### src/rtl/phase_timer_pkg.sv
package phase_timer_pkg;

    localparam int CNT_W = 10;
    localparam logic [CNT_W-1:0] CNT_END = '1;

    typedef enum logic {
        ST_IDLE = 1'b0,
        ST_RUN  = 1'b1
    } run_state_e;

    typedef struct packed {
        logic [CNT_W-1:0] held;
        logic [CNT_W-1:0] live;
        logic             armed;
    } cmp_bank_t;

    // Firing decision: on from the compare point, never on for the end value
    function automatic logic fire_level(input logic running,
                                        input logic [CNT_W-1:0] count,
                                        input logic [CNT_W-1:0] point);
        return running && (point != CNT_END) && (count >= point);
    endfunction

endpackage

### src/rtl/zc_conditioner.sv
module zc_conditioner
    import phase_timer_pkg::*;
#(
    parameter int SYNC_STAGES = 2,
    parameter int FILT_LEN    = 4
) (
    input  logic clk,
    input  logic rst,
    input  logic zc_in,
    input  logic filt_en,
    input  logic edge_rise,
    output logic trig
);

    logic [SYNC_STAGES-1:0] sync_q;
    logic                   synced;
    logic [FILT_LEN-2:0]    hist_q;
    logic [FILT_LEN-1:0]    window;
    logic                   filt_q;
    logic                   qual;
    logic                   qual_d;

    assign synced = sync_q[SYNC_STAGES-1];
    assign window = {hist_q, synced};
    assign qual   = filt_en ? filt_q : synced;

    always_ff @(posedge clk) begin
        if (rst) begin
            sync_q <= '0;
            hist_q <= '0;
            filt_q <= 1'b0;
            qual_d <= 1'b0;
        end else begin
            sync_q <= {sync_q[SYNC_STAGES-2:0], zc_in};
            hist_q <= window[FILT_LEN-2:0];
            if (&window)
                filt_q <= 1'b1;
            else if (~|window)
                filt_q <= 1'b0;
            qual_d <= qual;
        end
    end

    assign trig = edge_rise ? (qual & ~qual_d) : (~qual & qual_d);

endmodule

### src/rtl/cmp_buffer.sv
module cmp_buffer
    import phase_timer_pkg::*;
(
    input  logic             clk,
    input  logic             rst,
    input  logic             wr_en,
    input  logic [CNT_W-1:0] wr_data,
    input  logic             sync_req,
    input  logic             cycle_start,
    output logic [CNT_W-1:0] live_cmp,
    output logic             applied
);

    cmp_bank_t bank_q;
    logic      commit;

    assign commit = cycle_start && (bank_q.armed || sync_req);

    always_ff @(posedge clk) begin
        if (rst) begin
            bank_q.held  <= CNT_END;
            bank_q.live  <= CNT_END;
            bank_q.armed <= 1'b0;
            applied      <= 1'b0;
        end else begin
            applied <= commit;
            if (wr_en)
                bank_q.held <= wr_data;
            if (commit) begin
                bank_q.live  <= bank_q.held;
                bank_q.armed <= 1'b0;
            end else if (sync_req) begin
                bank_q.armed <= 1'b1;
            end
        end
    end

    assign live_cmp = bank_q.live;

endmodule

### src/rtl/phase_counter.sv
module phase_counter
    import phase_timer_pkg::*;
(
    input  logic             clk,
    input  logic             rst,
    input  logic             trig,
    output logic             running,
    output logic [CNT_W-1:0] count
);

    run_state_e state_q;

    always_ff @(posedge clk) begin
        if (rst) begin
            state_q <= ST_IDLE;
            count   <= '0;
        end else if (trig) begin
            state_q <= ST_RUN;
            count   <= '0;
        end else if (state_q == ST_RUN) begin
            if (count == CNT_END) begin
                state_q <= ST_IDLE;
                count   <= '0;
            end else begin
                count <= count + 1'b1;
            end
        end
    end

    assign running = (state_q == ST_RUN);

endmodule

### src/rtl/phase_angle_timer.sv
module phase_angle_timer
    import phase_timer_pkg::*;
#(
    parameter int SYNC_STAGES = 2,
    parameter int FILT_LEN    = 4
) (
    input  logic             clk,
    input  logic             rst,
    input  logic             zc_in,
    input  logic             filt_en,
    input  logic             edge_rise,
    input  logic             cmp_wr_en,
    input  logic [CNT_W-1:0] cmp_wr_data,
    input  logic             cmp_sync,
    output logic             gate_out,
    output logic             sync_done
);

    logic             trig;
    logic             running;
    logic [CNT_W-1:0] cnt;
    logic [CNT_W-1:0] act_cmp;

    zc_conditioner #(
        .SYNC_STAGES (SYNC_STAGES),
        .FILT_LEN    (FILT_LEN)
    ) u_cond (
        .clk       (clk),
        .rst       (rst),
        .zc_in     (zc_in),
        .filt_en   (filt_en),
        .edge_rise (edge_rise),
        .trig      (trig)
    );

    cmp_buffer u_cmp (
        .clk         (clk),
        .rst         (rst),
        .wr_en       (cmp_wr_en),
        .wr_data     (cmp_wr_data),
        .sync_req    (cmp_sync),
        .cycle_start (trig),
        .live_cmp    (act_cmp),
        .applied     (sync_done)
    );

    phase_counter u_cnt (
        .clk     (clk),
        .rst     (rst),
        .trig    (trig),
        .running (running),
        .count   (cnt)
    );

    assign gate_out = fire_level(running, cnt, act_cmp);

endmodule

### config.mk
export PLATFORM = sky130hd
export DESIGN_NAME = phase_angle_timer
export DESIGN_NICKNAME = d
export VERILOG_FILES = /design/src/rtl/phase_timer_pkg.sv /design/src/rtl/zc_conditioner.sv /design/src/rtl/cmp_buffer.sv /design/src/rtl/phase_counter.sv /design/src/rtl/phase_angle_timer.sv
export SDC_FILE = /design/constraint.sdc
export NUM_CORES = 1
export LEC_CHECK = 0
export ABC_AREA = 1
export BUFFER_PORTS_ARGS = -buffer_cell sky130_fd_sc_hd__buf_2
export CAP_MARGIN = 25
export CORE_AREA = 2 2 75 77
export CTS_CLUSTER_DIAMETER = 40
export DETAILED_ROUTE_END_ITERATION = 10
export DIE_AREA = 0 0 77 79
export PLACE_DENSITY = 0.55
export SYNTH_ARGS = -nofsm -noshare
export SYNTH_HDL_FRONTEND = slang
export SYNTH_HIERARCHICAL = 1
export SYNTH_SLANG_ARGS = --single-unit
### constraint.sdc
create_clock -name clk -period 1.88 [get_ports clk]
set_input_delay 0.282 -clock clk [delete_from_list [all_inputs] [get_ports clk]]
set_output_delay 0.282 -clock clk [all_outputs]
set_load 0.02 [all_outputs]
==> results.md, run 1 <==
- Status: completed
- Synth Instances: between 200 and 300
- Fin crit share: between 90% and 100%
- Setup Skew: about 3.7 ps
- Setup violations, final: 0
- Starting density of the core: 38.09%
- Reg clk slew, reported paths: roughly 80 ps
- Die height: just under 80 um
- Final hold vios: 0
- Most frequent cells in the layout: 76 x nand2_1, 41 x nand3_1, 33 x inv_1
- Drt initial violations: 55
- Max IR drop VDD: roughly 390 uV
- Worst Tran Pin Value: approximately 600 ps
- Share of cells above drive strength 1: 30.03%
- Routed WL per cell: roughly 10 um
- Pwr dens: between 600 and 700 nW/um2
- Reg-to-Reg Start: u_cnt/count[1]
- Maximum fanout along the worst path: 6
- Io pins: 19
- Detailed Routing Iterations Pass 1: 5
- CP endpoint kind: output port
- Port buffer count: 18
- # DRC: 0
- Max-slew violations: 0
- Total clock buffers created by CTS: 5
- Most common cell after layout, fill and taps aside: nand2_1
- Crit-path cells: ha_4 > a21oi_1 > nand2_1 > nand2_1 > nand3_2 > nand2_1 > inv_1 > buf_6
- Antenna cells: 0
- CTS H-tree depth: 2
- Worst path top cell family by delay: flip-flops
- Synth Register Bits: 40
- Leakage Power: 0.001191 uW
- Die extent in x: slightly below 80 um
- Hold path start: cmp_wr_data[4]
- Fin cells: approximately 380
- Top-area cell type share of the netlist area: between 30% and 40%
- Cell variety after synth: 26
- Syn Area/Cell: roughly 7.1 um2
- Area leader, netlist: dfxtp_1
- Num Clock Sinks: 40
- Final worst slack: 35.34 ps
- Max stage delay on crit path: roughly 400 ps
- Die Area: just over 6000 um2
- Post-Syn Nets: 315
- R2r worst-path depth: 6
- Fin nets: approximately 330
- Dpl cells: 363
- Vias in the first global route: approximately 1600
- Most used cell, CP: nand2_1
- Worst min-delay path class: in -> reg
- Max Cap Violations: 0
- R2r endpoint: u_cnt/count[9]
- GRT overflow: 0
- Critical path buffers and inverters: 2
- Fillers: 600
- Synth Cell Area: just over 2000 um2
- CP required: 1600 ps
- Cell row count: 27
- Area grow syn2layout: 19.02%
- DP Worst Slack: between 300 and 400 ps
- Final Wtd Congestion: between 0.7 and 0.8
- Via Count: roughly 1700
- Worst hold path depth: 3
- Flop-to-flop setup slack: 540 ps
- Worst-case clock buffer depth: 2
- Total core area: around 5300 um2
- Post-DP HPWL: about 2700 um
- RSZ-0062 raised after global routing: yes
- Gr usage total: between 10% and 20%
- CP startpoint kind: flop
- Slew margin rel.: 61.01%
- Area contributors post-synth: dfxtp_1 39%, nand2_1 15%, nand3_1 11%, inv_1 7.8%, ha_1 6.8%
- Footprint of the multi-input gates: 1097 um2
- Hold Path End: u_cmp/bank_q[15]
- Sequential cell area fraction in the yosys report: between 30 and 40%
- Final ANT Viol Nets: 0
- Worst-Skew Late Latency: slightly below 300 ps
- Crit path time final: 1845 ps
- Register Area: between 800 and 900 um2
- Vias/cell: between 4 and 5
- Global-route wire length before repair: ~6700 um
- Post-CTS Hold Buffers: 0
- CTS root buf: clkbuf_8
- Final setup TNS: 0 ps
- CTS tree: built
- Crit Path Category: reg -> out
- YS warnings: 6
- CP max stage cell: dfxtp_2
- Largest net degree at the start of global routing: 21
- Routed wire length: 3898 um
- Initial antenna violation count: 0
- Worst Path Arrival: approximately 1600 ps
- Fmax: 542.1 MHz
synth_stat cells:
cell type,instances
a21o_1,1
a21oi_1,10
a31oi_1,1
buf_2,4
buf_4,11
buf_6,2
clkinv_1,1
dfxtp_1,40
ha_1,11
inv_1,42
nand2_1,82
nand2_2,1
nand3_1,43
nand3_2,2
nand4_1,5
nor2_1,18
nor2_2,3
nor2_4,2
nor3_1,1
nor3_2,1
nor3b_1,1
o21ai_0,1
o21ai_1,1
o21ai_2,1
o21bai_1,1
or2_2,1
layout make-up:
cell class                      instances  share of cell area [%]
Sequential cell                        40                   34.44
Clock buffer                            5                   2.844
Tap cell                               72                   3.723
Multi-Input combinational cell        187                   45.35
Timing Repair Buffer                   26                   6.463
Clock inverter                          2                  0.5171
Inverter                               43                   6.670
worst reg2reg max path, stage by stage, from the launching register on:
cell and delay (ps):
dfxtp_1 430, ha_1 220, nand3_1 110, nor2_2 180
nand4_1 100, nand2_1 130, nor2_1 60
flip-flops by register name, indices dropped and copies added (netlist names):
signal and cells:
u_cmp/applied 1, u_cond/qual_d 1, u_cond/hist_q 3, u_cond/sync_q 2
u_cmp/live_cmp 10, u_cond/filt_q 1, u_cnt/count 10, u_cnt/running 1
u_cmp/bank_q 11
worst max path at each step:
| stage | cells after the start | to | from |
|---|---|---|---|
| after floorplan | 9 | gate_out | u_cmp/live_cmp[9] |
| final | 8 | gate_out | u_cnt/count[5] |
| after global routing | 8 | gate_out | u_cnt/count[5] |
| after CTS | 9 | gate_out | u_cmp/live_cmp[9] |
| after global placement | 11 | gate_out | u_cnt/count[0] |
| after detailed placement | 11 | gate_out | u_cnt/count[0] |
report_power, final:
part           switching, uW  internal (uW)
clock                    302            251
sequential              21.0            874
combinational           83.1           63.7
per-stage QoR:
stage	hold WS [ps]	total power (uW)	cell area, um2	util, %
after floorplan	351.1	1017	2033	-
after global placement	391.2	1046	2111	39.55
after detailed placement	402.5	1047	2111	39.55
after CTS	187.5	1601	2200	41.21
after global routing	183.1	1687	2420	45.34
final	194.7	1595	2420	45.34
repair_timing:
item                       4_1_cts  5_1_grt
buffers inserted                 0        5
gates resized for setup          5       51
setup endpoints to repair        1        1
pin swaps                        0       16
metal layers:
layer / share of wire (%) / GRT usage, % / up-vias
li1: - / - / 920
met3: 3.1 / 3.409 / 5
met2: 49 / 24.12 / 34
met5: 0 / 0 / -
met4: 1.2 / 4.821 / 0
met1: 47 / 15.82 / 776
cells by family after synthesis:
family	after synthesis	share of synthesized area (%)
and+or+nand+nor	160	35.32
buffers and inverters	60	14.09
DFF	40	39.38
AOI/OAI and AO/OA	16	4.431
adders and majority gates	11	6.769
Note: power is estimated with default switching activity, not from simulation.
==> run 2: changes to the inputs <==
==> constraint.sdc (replaced) <==
create_clock -name clk -period 1.88 [get_ports clk]
set_input_delay 0.188 -clock clk [delete_from_list [all_inputs] [get_ports clk]]
set_output_delay 0.188 -clock clk [all_outputs]
set_load 0.02 [all_outputs]
==> run 2 against run 1 <==
Effect of this change:
- non-clock buffer count shrank 5
- critical path depth is the same
- setup slack gained 120 ps
- power grew 12%
- die area is the same
- final cell count shrank 1.1%
- count of clock-buffer cells in the layout grew 2
- global-route usage grew 0.37 points
- sequential power is essentially flat
- core utilization shrank 2.6 points
- routed wire length shrank 7.3%
- clock skew is essentially flat
==> results.md, run 2 (synthesis gave the netlist of run 1 again) <==
- Gr usage total: 13.91% (was 13.54%)
- Number of flip-flops under the largest register name: 11 (unchanged)
- Maximum fanout along the worst path: 2 (was 6)
- Worst Tran Pin Value: 586.5 ps (was 584.2 ps)
- Routing usage on met1: 16.75% (was 15.82%)
- Area grow syn2layout: 12.31% (was 19.02%)
- Status: completed (unchanged)
- GRT overflow: 0 (unchanged)
- Max-slew violations: 0 (unchanged)
- Worst-Skew Late Latency: 290 ps (about the same)
- Via Count: 1672 (was 1735)
- Port buffer count: 18 (unchanged)
- Worst Path Arrival: 1540 ps (was 1560 ps)
- Vias in the first global route: 1626 (was 1574)
- Antenna cells: 0 (unchanged)
- P_int: 1399 uW (was 1189 uW)
- CP required: 1690 ps (was 1600 ps)
- Fin crit share: 92.00% (was 98.12%)
- Clock network power share: 42.7% (was 34.7%)
- Crit Path Category: reg -> out (unchanged)
- CTS root buf: clkbuf_8 (unchanged)
- Leakage Power: 0.001179 uW (was 0.001191 uW)
- Fmax: 578.2 MHz (was 542.1 MHz)
- Final setup TNS: 0 ps (unchanged)
- Crit path time final: 1730 ps (was 1845 ps)
- Routed WL per cell: 9.741 um (was 10.39 um)
- Max IR drop VDD: 417.5 uV (was 390.8 uV)
- Initial antenna violation count: 0 (unchanged)
- Crit-path cells: inv_1 > ha_1 > a21o_1 > nor2_1 > nand3_1 > nand2_1 > inv_1 > buf_4 (was ha_4 > a21oi_1 > nand2_1 > nand2_1 > nand3_2 > nand2_1 > inv_1 > buf_6)
- Global-route wire length before repair: 6913 um (was 6713 um)
- Num Clock Sinks: 40 (unchanged)
- GR Layer Usage met2: 24.56% (was 24.12%)
- Share of cells above drive strength 1: 17.39% (was 30.03%)
- Final ANT Viol Nets: 0 (unchanged)
- Reg clk slew, reported paths: 80 ps (about the same)
- Largest Register: u_cmp/bank_q (unchanged)
- Final Wtd Congestion: 0.7621 (was 0.7448)
- Total clock buffers created by CTS: 5 (unchanged)
- Routed wire length: 3614 um (was 3898 um)
- Sw Pwr: 392.7 uW (was 405.8 uW)
- Pwr dens: 784.6 nW/um2 (was 659.0 nW/um2)
- Drt initial violations: 84 (was 55)
- Die height: 79 um (unchanged)
- Worst min-delay path class: in -> reg (unchanged)
- Max Cap Violations: 0 (unchanged)
- RSZ-0062 raised after global routing: no (was yes)
- Worst-case clock buffer depth: 2 (unchanged)
- Io pins: 19 (unchanged)
- Largest net degree at the start of global routing: 21 (unchanged)
- Sequential share of power: 50.1% (was 56.1%)
- Most frequent cells in the layout: 82 x nand2_1, 43 x nand3_1, 42 x inv_1 (was 76 x nand2_1, 41 x nand3_1, 33 x inv_1)
- Vias/cell: 4.507 (was 4.627)
- Die extent in x: 77 um (unchanged)
- Total core area: 5338 um2 (unchanged)
- Slew margin rel.: 60.86% (was 61.01%)
- Most common cell after layout, fill and taps aside: nand2_1 (unchanged)
- Global routing's busiest layer: met2 (unchanged)
- Sw Ratio: 21.92% (was 25.45%)
- Worst path top cell family by delay: flip-flops (unchanged)
- Cell row count: 27 (unchanged)
- Setup violations, final: 0 (unchanged)
- Setup Skew: 3.879 ps (was 3.657 ps)
- Post-CTS Hold Buffers: 0 (unchanged)
- Die Area: 6083 um2 (unchanged)
- CTS tree: built (unchanged)
- CTS H-tree depth: 2 (unchanged)
- Final worst slack: 150.4 ps (was 35.34 ps)
- Fin nets: 326 (was 331)
- Met3 Track Usage GR: 3.068% (was 3.409%)
- DP Worst Slack: 359.3 ps (was 301.9 ps)
- Detailed Routing Iterations Pass 1: 4 (was 5)
- Starting density of the core: 38.09% (unchanged)
- # DRC: 0 (unchanged)
- Fillers: 611 (was 600)
- Post-DP HPWL: 2700 um (was 2711 um)
- Logic pwr share: 7.2% (was 9.2%)
- Max stage delay on crit path: 330 ps (was 400 ps)
- CP max stage cell: dfxtp_1 (was dfxtp_2)
- Final hold vios: 0 (unchanged)
- CP endpoint kind: output port (unchanged)
- Most used cell, CP: inv_1 (was nand2_1)
- CP startpoint kind: flop (unchanged)
- Critical path buffers and inverters: 3 (was 2)
## run 2: cell types whose count changed in the layout (fill, tap and decap cells not counted), moves of 3 or more
| cell | previous run | this run |
|---|---|---|
| inv_1 | 33 | 42 |
| dfxtp_4 | 4 | 1 |
| buf_4 | 8 | 4 |
| dfxtp_1 | 22 | 32 |
| nand2_1 | 76 | 82 |
| nand2_2 | 5 | 1 |
| ha_4 | 8 | 2 |
| inv_2 | 9 | 0 |
| ha_1 | 3 | 9 |
| dfxtp_2 | 14 | 7 |
## run 2: repair_timing
| item | in CTS | in global routing |
|---|---|---|
| gates resized for setup | 0 | 14 |
| buffers inserted | 0 | 1 |
| hold endpoints to repair | 0 | 0 |
| setup endpoints to repair | 0 | 1 |
## run 2: final timing paths
check | cells past startpoint | slack [ps] | start | to
hold / removal | 3 | 100 | cmp_wr_data[6] | u_cmp/bank_q[17]
setup reg to reg | 7 | 540 | u_cnt/count[0] | u_cnt/count[0]
setup / recovery | 8 | 150 | u_cmp/live_cmp[9] | gate_out
hold reg to reg | 2 | 400 | u_cond/sync_q[0] | u_cond/sync_q[1]
## run 2: power groups by stage
stage	sequential [uW]	combinational [uW]	clock, uW
final	897	130	765
after global routing	902	155	828
after CTS	898	128	794
after detailed placement	918	128	0
after global placement	918	127	0
after floorplan	911	106	0
## run 2: tightest hold or removal path: stages
cell and delay, ps:
buf_2 70, nand2_1 40, nand3_1 60
## run 2: stage by stage
stage / hold WS (ps) / total power, uW / cell area [um2] / util, % / cells
after floorplan: 257.1 / 1017 / 2033 / - / 287
after global placement: 390.2 / 1045 / 2103 / 39.40 / 362
after detailed placement: 395.2 / 1046 / 2103 / 39.40 / 362
after CTS: 94.16 / 1820 / 2230 / 41.77 / 370
after global routing: 101.0 / 1885 / 2283 / 42.78 / 371
final: 104.4 / 1792 / 2283 / 42.78 / 371
## run 2: cell type report
| class | instances | area [um2] | share of cell area [%] |
|---|---|---|---|
| Tap cell | 72 | 90.09 | 3.945 |
| Inverter | 43 | 161.4 | 7.069 |
| Multi-Input combinational cell | 187 | 977.2 | 42.79 |
| Sequential cell | 40 | 813.3 | 35.62 |
| Clock inverter | 1 | 30.03 | 1.315 |
| Timing Repair Buffer | 21 | 115.1 | 5.041 |
| Clock buffer | 7 | 96.34 | 4.219 |
## run 2: layer usage
metal  part of all wire [%]  vias up
li1                       -      915
met1                     50      731
met2                     46       19
met3                    2.9        7
met4                    1.5        0
met5                      0        -
==> run 3: changes to the inputs <==
CTS_BUF_LIST = sky130_fd_sc_hd__clkbuf_2 sky130_fd_sc_hd__clkbuf_4 sky130_fd_sc_hd__clkbuf_8   (was unset)
SETUP_SLACK_MARGIN = 0.1   (was unset)
==> run 3 against run 2 <==
Effect of this change:
- routed wire length grew 2.5%
- global-route usage is essentially flat
- worst hold slack lost 0.81 ps
- fmax grew 3.1%
- power grew 0.79%
- clock power is essentially flat
- design area grew 4.2%
- non-clock buffer count grew 1
- clock skew grew 0.52 ps
- via count grew 1.3%
==> results.md, run 3 (synthesis gave the netlist of run 1 again) <==
- Logic pwr share: 7.6% (was 7.2%)
- Fin crit share: 89.26% (was 92.00%)
- Starting density of the core: 38.09% (unchanged)
- Die extent in x: 77 um (unchanged)
- Total core area: 5338 um2 (unchanged)
- Worst-case clock buffer depth: 2 (unchanged)
- CP required: 1690 ps (about the same)
- # DRC: 0 (unchanged)
- Largest net degree at the start of global routing: 21 (unchanged)
- Die Area: 6083 um2 (unchanged)
- Crit path time final: 1678 ps (was 1730 ps)
- CTS H-tree depth: 2 (unchanged)
- CP startpoint kind: flop (unchanged)
- Fmax: 595.9 MHz (was 578.2 MHz)
- Pwr dens: 759.2 nW/um2 (was 784.6 nW/um2)
- Reg clk slew, reported paths: 80 ps (about the same)
- Largest Register: u_cmp/bank_q (unchanged)
- Antenna cells: 0 (unchanged)
- Io pins: 19 (unchanged)
- Sequential share of power: 49.8% (was 50.1%)
- Initial antenna violation count: 0 (unchanged)
- Total chip power: 1806 uW (was 1792 uW)
- Final ANT Viol Nets: 0 (unchanged)
- Post-DP HPWL: 2700 um (unchanged)
- Area grow syn2layout: 16.98% (was 12.31%)
- Maximum fanout along the worst path: 3 (was 2)
- RSZ-0062 raised after global routing: yes (was no)
- Worst-Skew Late Latency: 290 ps (about the same)
- Via Count: 1694 (was 1672)
- Port buffer count: 18 (unchanged)
- Final hold vios: 0 (unchanged)
- CTS tree: built (unchanged)
- Fin nets: 327 (was 326)
- Worst min-delay path class: in -> reg (unchanged)
- Status: completed (unchanged)
- Placed inst area: 2103 um2 (unchanged)
- Detailed Routing Iterations Pass 1: 4 (unchanged)
- Hold slack final: 103.6 ps (was 104.4 ps)
- Num Clock Sinks: 40 (unchanged)
- Final setup TNS: 0 ps (unchanged)
- Most common cell after layout, fill and taps aside: nand2_1 (unchanged)
- Sw Ratio: 22.21% (was 21.92%)
- Die height: 79 um (unchanged)
- Routed WL per cell: 9.962 um (was 9.741 um)
- Share of cells above drive strength 1: 26.67% (was 17.39%)
- Crit Path Category: reg -> out (unchanged)
- Total clock buffers created by CTS: 5 (unchanged)
- Leakage Power: 0.001159 uW (was 0.001179 uW)
- Final Wtd Congestion: 0.7621 (unchanged)
- P_int: 1405 uW (was 1399 uW)
- Clock network power share: 42.6% (was 42.7%)
- Max Cap Violations: 0 (unchanged)
- Worst Path Arrival: 1490 ps (was 1540 ps)
- Cell row count: 27 (unchanged)
- Worst Tran Pin Value: 594.8 ps (was 586.5 ps)
- CP endpoint kind: output port (unchanged)
- Max IR drop VDD: 417.6 uV (was 417.5 uV)
- Max-slew violations: 0 (unchanged)
- Setup violations, final: 0 (unchanged)
- GRT overflow: 0 (unchanged)
- Post-CTS Hold Buffers: 0 (unchanged)
- Setup Skew: 4.402 ps (was 3.879 ps)
- Post-route cell area: 2379 um2 (was 2283 um2)
- Vias in the first global route: 1631 (was 1626)
- Drt initial violations: 93 (was 84)
- Global-route wire length before repair: 6927 um (was 6913 um)
- Most frequent cells in the layout: 80 x nand2_1, 43 x nand3_1, 33 x inv_1 (was 82 x nand2_1, 43 x nand3_1, 42 x inv_1)
- Sw Pwr: 401.0 uW (was 392.7 uW)
- Vias/cell: 4.554 (was 4.507)
- Gr usage total: 13.93% (was 13.91%)
- Number of flip-flops under the largest register name: 11 (unchanged)
- Slew margin rel.: 60.30% (was 60.86%)
- CTS root buf: clkbuf_8 (unchanged)
- Final core utilization: 44.56% (was 42.78%)
- Routed wire length: 3706 um (was 3614 um)
## run 3: cell types whose count changed in the layout (fill, tap and decap cells not counted), sizes merged
cell and change:
buf +1
## run 3: final timing paths
kind | slack [ps] | end | startpoint | cells after the start
worst max-delay path | 200 | gate_out | u_cnt/count[0] | 11
worst min-delay path | 100 | u_cmp/bank_q[17] | cmp_wr_data[6] | 3
worst max register to register | 530 | u_cnt/count[0] | u_cnt/count[0] | 7
worst min register to register | 400 | u_cond/sync_q[1] | u_cond/sync_q[0] | 2
## run 3: repair_timing
action                                  4_1_cts  5_1_grt
pin swaps                                     0        9
endpoints found under the setup margin        1        1
cloned                                        0        0
gates resized for setup                       5       38
setup buffers                                 0        2
## run 3: power groups by stage
stage               Clock, uW  Combinational [uW]  Sequential, uW
floorplan                   0                 106             911
global placement            0                 127             918
detailed placement          0                 128             918
CTS                       794                 128             898
global route              830                 164             904
finish                    768                 137             900
## run 3: through the flow
stage                     setup slack [ps]  std cells
after floorplan                      479.9        287
after global placement               412.3        362
after detailed placement             359.3        362
after CTS                            105.6        370
after global routing                 93.41        372
final                                202.0        372
## run 3: cell type report
cell class                      instances  area, um2
Fill cell                             597       2959
Multi-Input combinational cell        187       1045
Sequential cell                        40      827.0
Inverter                               43      163.9
Timing Repair Buffer                   22      126.4
Clock buffer                            7      96.34
Tap cell                               72      90.09
Clock inverter                          1      30.03
## run 3: worst max-delay path: stages (launching register included)
cell and delay, ps:
dfxtp_4 370, inv_4 30, ha_4 250, inv_2 20, nand2_1 40, nand2_1 40
nand2_1 70, nand3_1 70, nand3_1 80, nand2_1 60, inv_2 50, buf_6 100
## run 3: layer usage
metal | share of wire [%] | track usage [%] | up-vias
met2 | 47 | 24.65 | 27
li1 | - | - | 919
met1 | 49 | 16.75 | 741
met4 | 1.5 | 4.821 | 0
met3 | 3.2 | 3.068 | 7
met5 | 0 | 0 | -
